--- src/rtl/lq_order_check.sv ---
module lq_order_check #(
  parameter int DEPTH  = 8,
  parameter int SEQ_W  = 16,
  parameter int ADDR_W = 32,
  parameter int DATA_W = 32
) (
  input  logic              clk,
  input  logic              rst_n,
  input  logic              alloc_valid,
  input  logic [SEQ_W-1:0]  alloc_seq,
  input  logic [ADDR_W-1:0] alloc_addr,
  output logic              lq_full,
  input  logic              exec_valid,
  input  logic [SEQ_W-1:0]  exec_seq,
  input  logic [DATA_W-1:0] exec_data,
  output logic              exec_hit,
  output logic [DATA_W-1:0] exec_result,
  input  logic              st_valid,
  input  logic [SEQ_W-1:0]  st_seq,
  input  logic [ADDR_W-1:0] st_addr,
  input  logic [DATA_W-1:0] st_data,
  output logic              viol_valid,
  output logic [SEQ_W-1:0]  viol_seq,
  input  logic              flush_valid,
  input  logic [SEQ_W-1:0]  flush_seq
);
  localparam int IDX_W = (DEPTH > 1) ? $clog2(DEPTH) : 1;

  logic [DEPTH-1:0]  vld, done, fwd;
  logic [SEQ_W-1:0]  seq_q  [DEPTH];
  logic [SEQ_W-1:0]  fseq_q [DEPTH];
  logic [ADDR_W-1:0] addr_q [DEPTH];
  logic [DATA_W-1:0] data_q [DEPTH];

  function automatic logic younger(input logic [SEQ_W-1:0] a, input logic [SEQ_W-1:0] b);
    logic [SEQ_W-1:0] d;
    d = a - b;
    return !d[SEQ_W-1] && (d != '0);
  endfunction

  logic [DEPTH-1:0] st_hit, exec_now, bad, cap, kill;
  logic [IDX_W-1:0] free_idx, ex_idx;

  assign lq_full = &vld;

  always_comb begin
    for (int i = 0; i < DEPTH; i++) begin
      st_hit[i]   = st_valid && vld[i] && younger(seq_q[i], st_seq) && (addr_q[i] == st_addr)
                    && !(fwd[i] && !younger(st_seq, fseq_q[i]));
      exec_now[i] = exec_valid && vld[i] && (seq_q[i] == exec_seq);
      bad[i]      = st_hit[i] && (done[i] || exec_now[i]);
      cap[i]      = st_hit[i] && !done[i] && !exec_now[i];
      kill[i]     = flush_valid && vld[i] && !younger(flush_seq, seq_q[i]);
    end
  end

  always_comb begin
    free_idx = '0;
    ex_idx   = '0;
    exec_hit = 1'b0;
    for (int i = DEPTH - 1; i >= 0; i--) begin
      if (!vld[i]) free_idx = i[IDX_W-1:0];
      if (exec_now[i]) begin
        ex_idx   = i[IDX_W-1:0];
        exec_hit = 1'b1;
      end
    end
  end

  assign exec_result = (exec_hit && fwd[ex_idx]) ? data_q[ex_idx] : exec_data;

  always_comb begin
    viol_valid = 1'b0;
    viol_seq   = '0;
    for (int i = 0; i < DEPTH; i++) begin
      if (bad[i] && (!viol_valid || younger(viol_seq, seq_q[i]))) begin
        viol_valid = 1'b1;
        viol_seq   = seq_q[i];
      end
    end
  end

  always_ff @(posedge clk) begin
    if (!rst_n) begin
      vld  <= '0;
      done <= '0;
      fwd  <= '0;
    end else begin
      for (int i = 0; i < DEPTH; i++) begin
        if (alloc_valid && !lq_full && (free_idx == i[IDX_W-1:0])) begin
          vld[i]    <= 1'b1;
          done[i]   <= 1'b0;
          fwd[i]    <= 1'b0;
          seq_q[i]  <= alloc_seq;
          addr_q[i] <= alloc_addr;
        end else if (kill[i]) begin
          vld[i]  <= 1'b0;
          done[i] <= 1'b0;
          fwd[i]  <= 1'b0;
        end else begin
          if (exec_now[i]) begin
            done[i] <= 1'b1;
            if (!fwd[i]) data_q[i] <= exec_data;
          end
          if (cap[i]) begin
            fwd[i]    <= 1'b1;
            fseq_q[i] <= st_seq;
            data_q[i] <= st_data;
          end
        end
      end
    end
  end


  viol_needs_store_chk: assert property (@(posedge clk) disable iff (!rst_n)
    viol_valid |-> st_valid);


  viol_younger_chk: assert property (@(posedge clk) disable iff (!rst_n)
    viol_valid |-> younger(viol_seq, st_seq));


  full_drop_chk: assert property (@(posedge clk) disable iff (!rst_n)
    (alloc_valid && lq_full && !flush_valid) |=> ($countones(vld) == $past($countones(vld))));


  flush_shrink_chk: assert property (@(posedge clk) disable iff (!rst_n)
    (flush_valid && !alloc_valid) |=> ($countones(vld) <= $past($countones(vld))));
endmodule

--- config.mk ---
export PLATFORM = sky130hd
export DESIGN_NAME = lq_order_check
export DESIGN_NICKNAME = d
export VERILOG_FILES = /design/src/rtl/lq_order_check.sv
export SDC_FILE = /design/constraint.sdc
export NUM_CORES = 2
export LEC_CHECK = 0
export BUFFER_PORTS_ARGS = -buffer_cell sky130_fd_sc_hd__buf_2
export CORE_ASPECT_RATIO = 0.6
export CORE_MARGIN = 1.5
export CORE_UTILIZATION = 50
export CTS_CLUSTER_DIAMETER = 150
export DETAILED_ROUTE_END_ITERATION = 16
export PLACE_DENSITY = 0.69
export SYNTH_ARGS = -nofsm -noshare
export SYNTH_HDL_FRONTEND = slang
export SYNTH_SLANG_ARGS = --single-unit
--- constraint.sdc ---
create_clock -name clk -period 35.5 [get_ports clk]
set_clock_uncertainty 0.15 [all_clocks]
set_input_delay 5.325 -clock clk [delete_from_list [all_inputs] [get_ports clk]]
set_output_delay 5.325 -clock clk [all_outputs]
set_load 0.01 [all_outputs]
==> key figures <==
Pwr
  • P per Cell Area: 31.7 nW/um^2
  • Peak supply drop: 0.0327 mV
  • Leakage: 0.0288 uW

Timing
  • Final hold vios: 0
  • Period Utilization, post-route: 97.8%
  • Final Max Tran Viols: 0
  • RSZ-0062 raised after global routing: yes
  • Worst-Margin Slew: 1320 ps
  • Worst rel slew slack: 11.4%
  • Minimum clock period: 34,720 ps
  • Setup TNS: 0 ps
  • Hold Worst Slack: 376 ps
  • Final setup vio count: 0
  • Peak Freq: 28.8 MHz

Logic synthesis
  • Syn nets: 6,752
  • Ys Warns: 0
  • Async S/R FF share, synth: 0%
  • Syn Area/Cell: 10.0 sq um
  • Main area contributors after synthesis: edfxtp_1 (38%), ha_1 (9.6%), mux2_2 (6.4%)
  • Post-synth top flop: edfxtp_1
  • Cell taking the most area after synthesis: edfxtp_1
  • Post-synth EDFFs: 768
  • Syn Inst Count: 6,058
  • Yosys reg bits: 792
  • Seq/Total Area, Yosys: 38.8%
  • Share of the synthesized area in the top cell type: 38.0%
  • Yosys cell types: 108
  • Synth Cell Area: 60,700 sq um

Setup path
  • Kind of critical path: input pin to output pin
  • Reg2Reg Setup Slack: 28,550 ps
  • CP max stage delay: 550 ps
  • Slowest-stage cell, CP: or4_4
  • Most common cell on crit path: buf_4
  • Crit path capture type: output pin
  • Worst-path fanout max: 8
  • CP required: 30,020 ps
  • Critical Path AT: 29,250 ps
  • Worst setup SP type: input pin

Worst hold path
  • Worst hold path class: flop to flop

Finish
  • Share of cells above drive strength 1: 23.2%
  • Non-filler instance count after layout: 8,480
  • Final Cell Area: 71,800 sq um
  • # nets final: 7,502
  • P&R area growth vs syn: 18.2%

Drt
  • First-pass DRT Iterations: 6
  • Vias: 54.1k
  • WL/cell: 28.0 um
  • Final ANT Viol Nets: 0
  • Drc violations: 0
  • Vias per cell: 6.38
  • DR iter-0 viols: 7,778
  • Wirelength, routed: 238,000 um

Clock network
  • Number of CTS-inserted buffers: 82
  • Root buffer cell: clkbuf_16
  • Clk buf depth: 3
  • H-tree depth: 3
  • Worst-path clk slew: 70 ps
  • Worst-Skew Late Latency: 690 ps
  • CTS tree: done
  • CTS sink count: 792

Floorplanning
  • Chip Height: 273 um
  • Die width: 453 um
  • Starting Density: 50.7%
  • Die area: 124,000 sq um
  • I/O Pins: 249
  • Core Footprint: 120,000 sq um
  • Row count: 98

Placed design
  • Gp weighted congestion: 1.05
  • Inst Count DP: 8,282
  • Placed Area: 67,700 sq um
  • DP HPWL: 180,000 um
  • Port Buf Inserts: 248

GRT
  • Total congestion overflow: 0
  • Antenna violations before repair: 22
  • Largest net degree at the start of global routing: 85
  • All-Layer GR Usage: 37.2%
  • Vias in the first global route: 49.4k
  • First-pass GRT wire length: 337,000 um

Run status
  • Outcome: finished, final reports clean

Run
  • Max_cap viols: 0
cells in the final DEF (no fill, tap or decap), types with 245 or more instances in the layout:
master | netlist | routed
a21oi_1 | 340 | 319
buf_2 | 11 | 245
buf_4 | 3 | 587
edfxtp_1 | 768 | 768
ha_1 | 465 | 441
inv_1 | 451 | 445
mux2_2 | 344 | 334
nand2_1 | 300 | 292
nor2_1 | 417 | 404
o21ai_0 | 336 | 305
xnor2_1 | 276 | 272
xor2_1 | 287 | 286
Yosys cell counts (111+ instances only):
library cell and instances:
nand2_1 300, edfxtp_1 768, mux2i_1 112, nor2b_1 139, clkbuf_1 138, nand3_1 111
nand2b_1 113, mux2_2 344, ha_1 465, nor4_1 112, nor2_1 417, xnor2_1 276
nor3_1 132, inv_1 451, xor2_1 287, o21ai_0 336, a21oi_1 340
critical path: cells and delay by family:
family | cells | cell delay (ps)
mux | 7 | 1750
simple gates | 32 | 5560
compound gates | 55 | 9490
xor+xnor | 8 | 1070
buf+inv | 20 | 3060
fa+ha+maj | 11 | 2960
cells by family (layout without fill, tap and decap cells):
group           count (synthesis)  count (layout)  synth area share, %
simple gates                 1668            1668                 14.2
xor+xnor                      564             564                 8.15
compound gates               1422            1422                 15.5
other cells                     0               9                    0
buf+inv                       636            1449                 4.01
mux                           480             480                 8.82
flops                         792             792                 38.8
fa+ha+maj                     496             496                 10.6
routing by layer:
metal / vias to the layer above / part of all wire, % / GRT usage [%]
met3: 405 / 16 / 15.7
li1: 24084 / - / -
met2: 3443 / 38 / 48.1
met1: 26182 / 44 / 56.3
met4: 24 / 2.6 / 8.38
met5: - / 0.12 / 0
where the power goes:
group | switching [uW] | leakage [uW] | internal [uW]
Sequential | 7.62 | 0.00711 | 1030
Clock | 393 | 0.00127 | 497
Combinational | 220 | 0.0204 | 131
registers in the layout (all words and copies together), names as in the netlist:
register / count
done: 8
fseq_q: 128
data_q: 256
vld: 8
seq_q: 128
fwd: 8
addr_q: 256
stage by stage:
step / setup slack [ps] / power [uW] / utilization, %
finish: 779 / 2280 / 59.9
global route: -319 / 2340 / 59.9
CTS: 7.52 / 2260 / 59.0
detailed placement: -1170 / 1390 / 56.5
global placement: -589 / 1380 / 56.5
floorplan: 322 / 1250 / -
path summary, 6_finish.rpt:
check | start | to | cells past startpoint
worst max-delay path | st_seq[6] | viol_seq[11] | 133
worst min-delay path | done[3]$_SDFFE_PP0P_ | done[3]$_SDFFE_PP0P_ | 2
worst max register to register | seq_q[0][17]$_DFFE_PP_ | data_q[1][19]$_DFFE_PP_ | 21
worst min register to register | done[3]$_SDFFE_PP0P_ | done[3]$_SDFFE_PP0P_ | 2
area by class of cell:
cell class	count	area [sq um]
multi-input cells	4630	36000
repair buffers	851	5910
inverters	451	1700
fillers	9955	48000
clock buffers	100	2170
well taps	1600	2000
diodes	9	22.5
flip-flops and latches	792	23500
clock inverters	47	500
timing repair:
action,4_1_cts,5_1_grt
resized for setup,56,207
pin swaps,20,98
setup buffers,8,34
endpoints found under the setup margin,16,16
hold buffers,0,0
gates cloned,1,0
No activity file was read; power rests on OpenSTA's default activity.
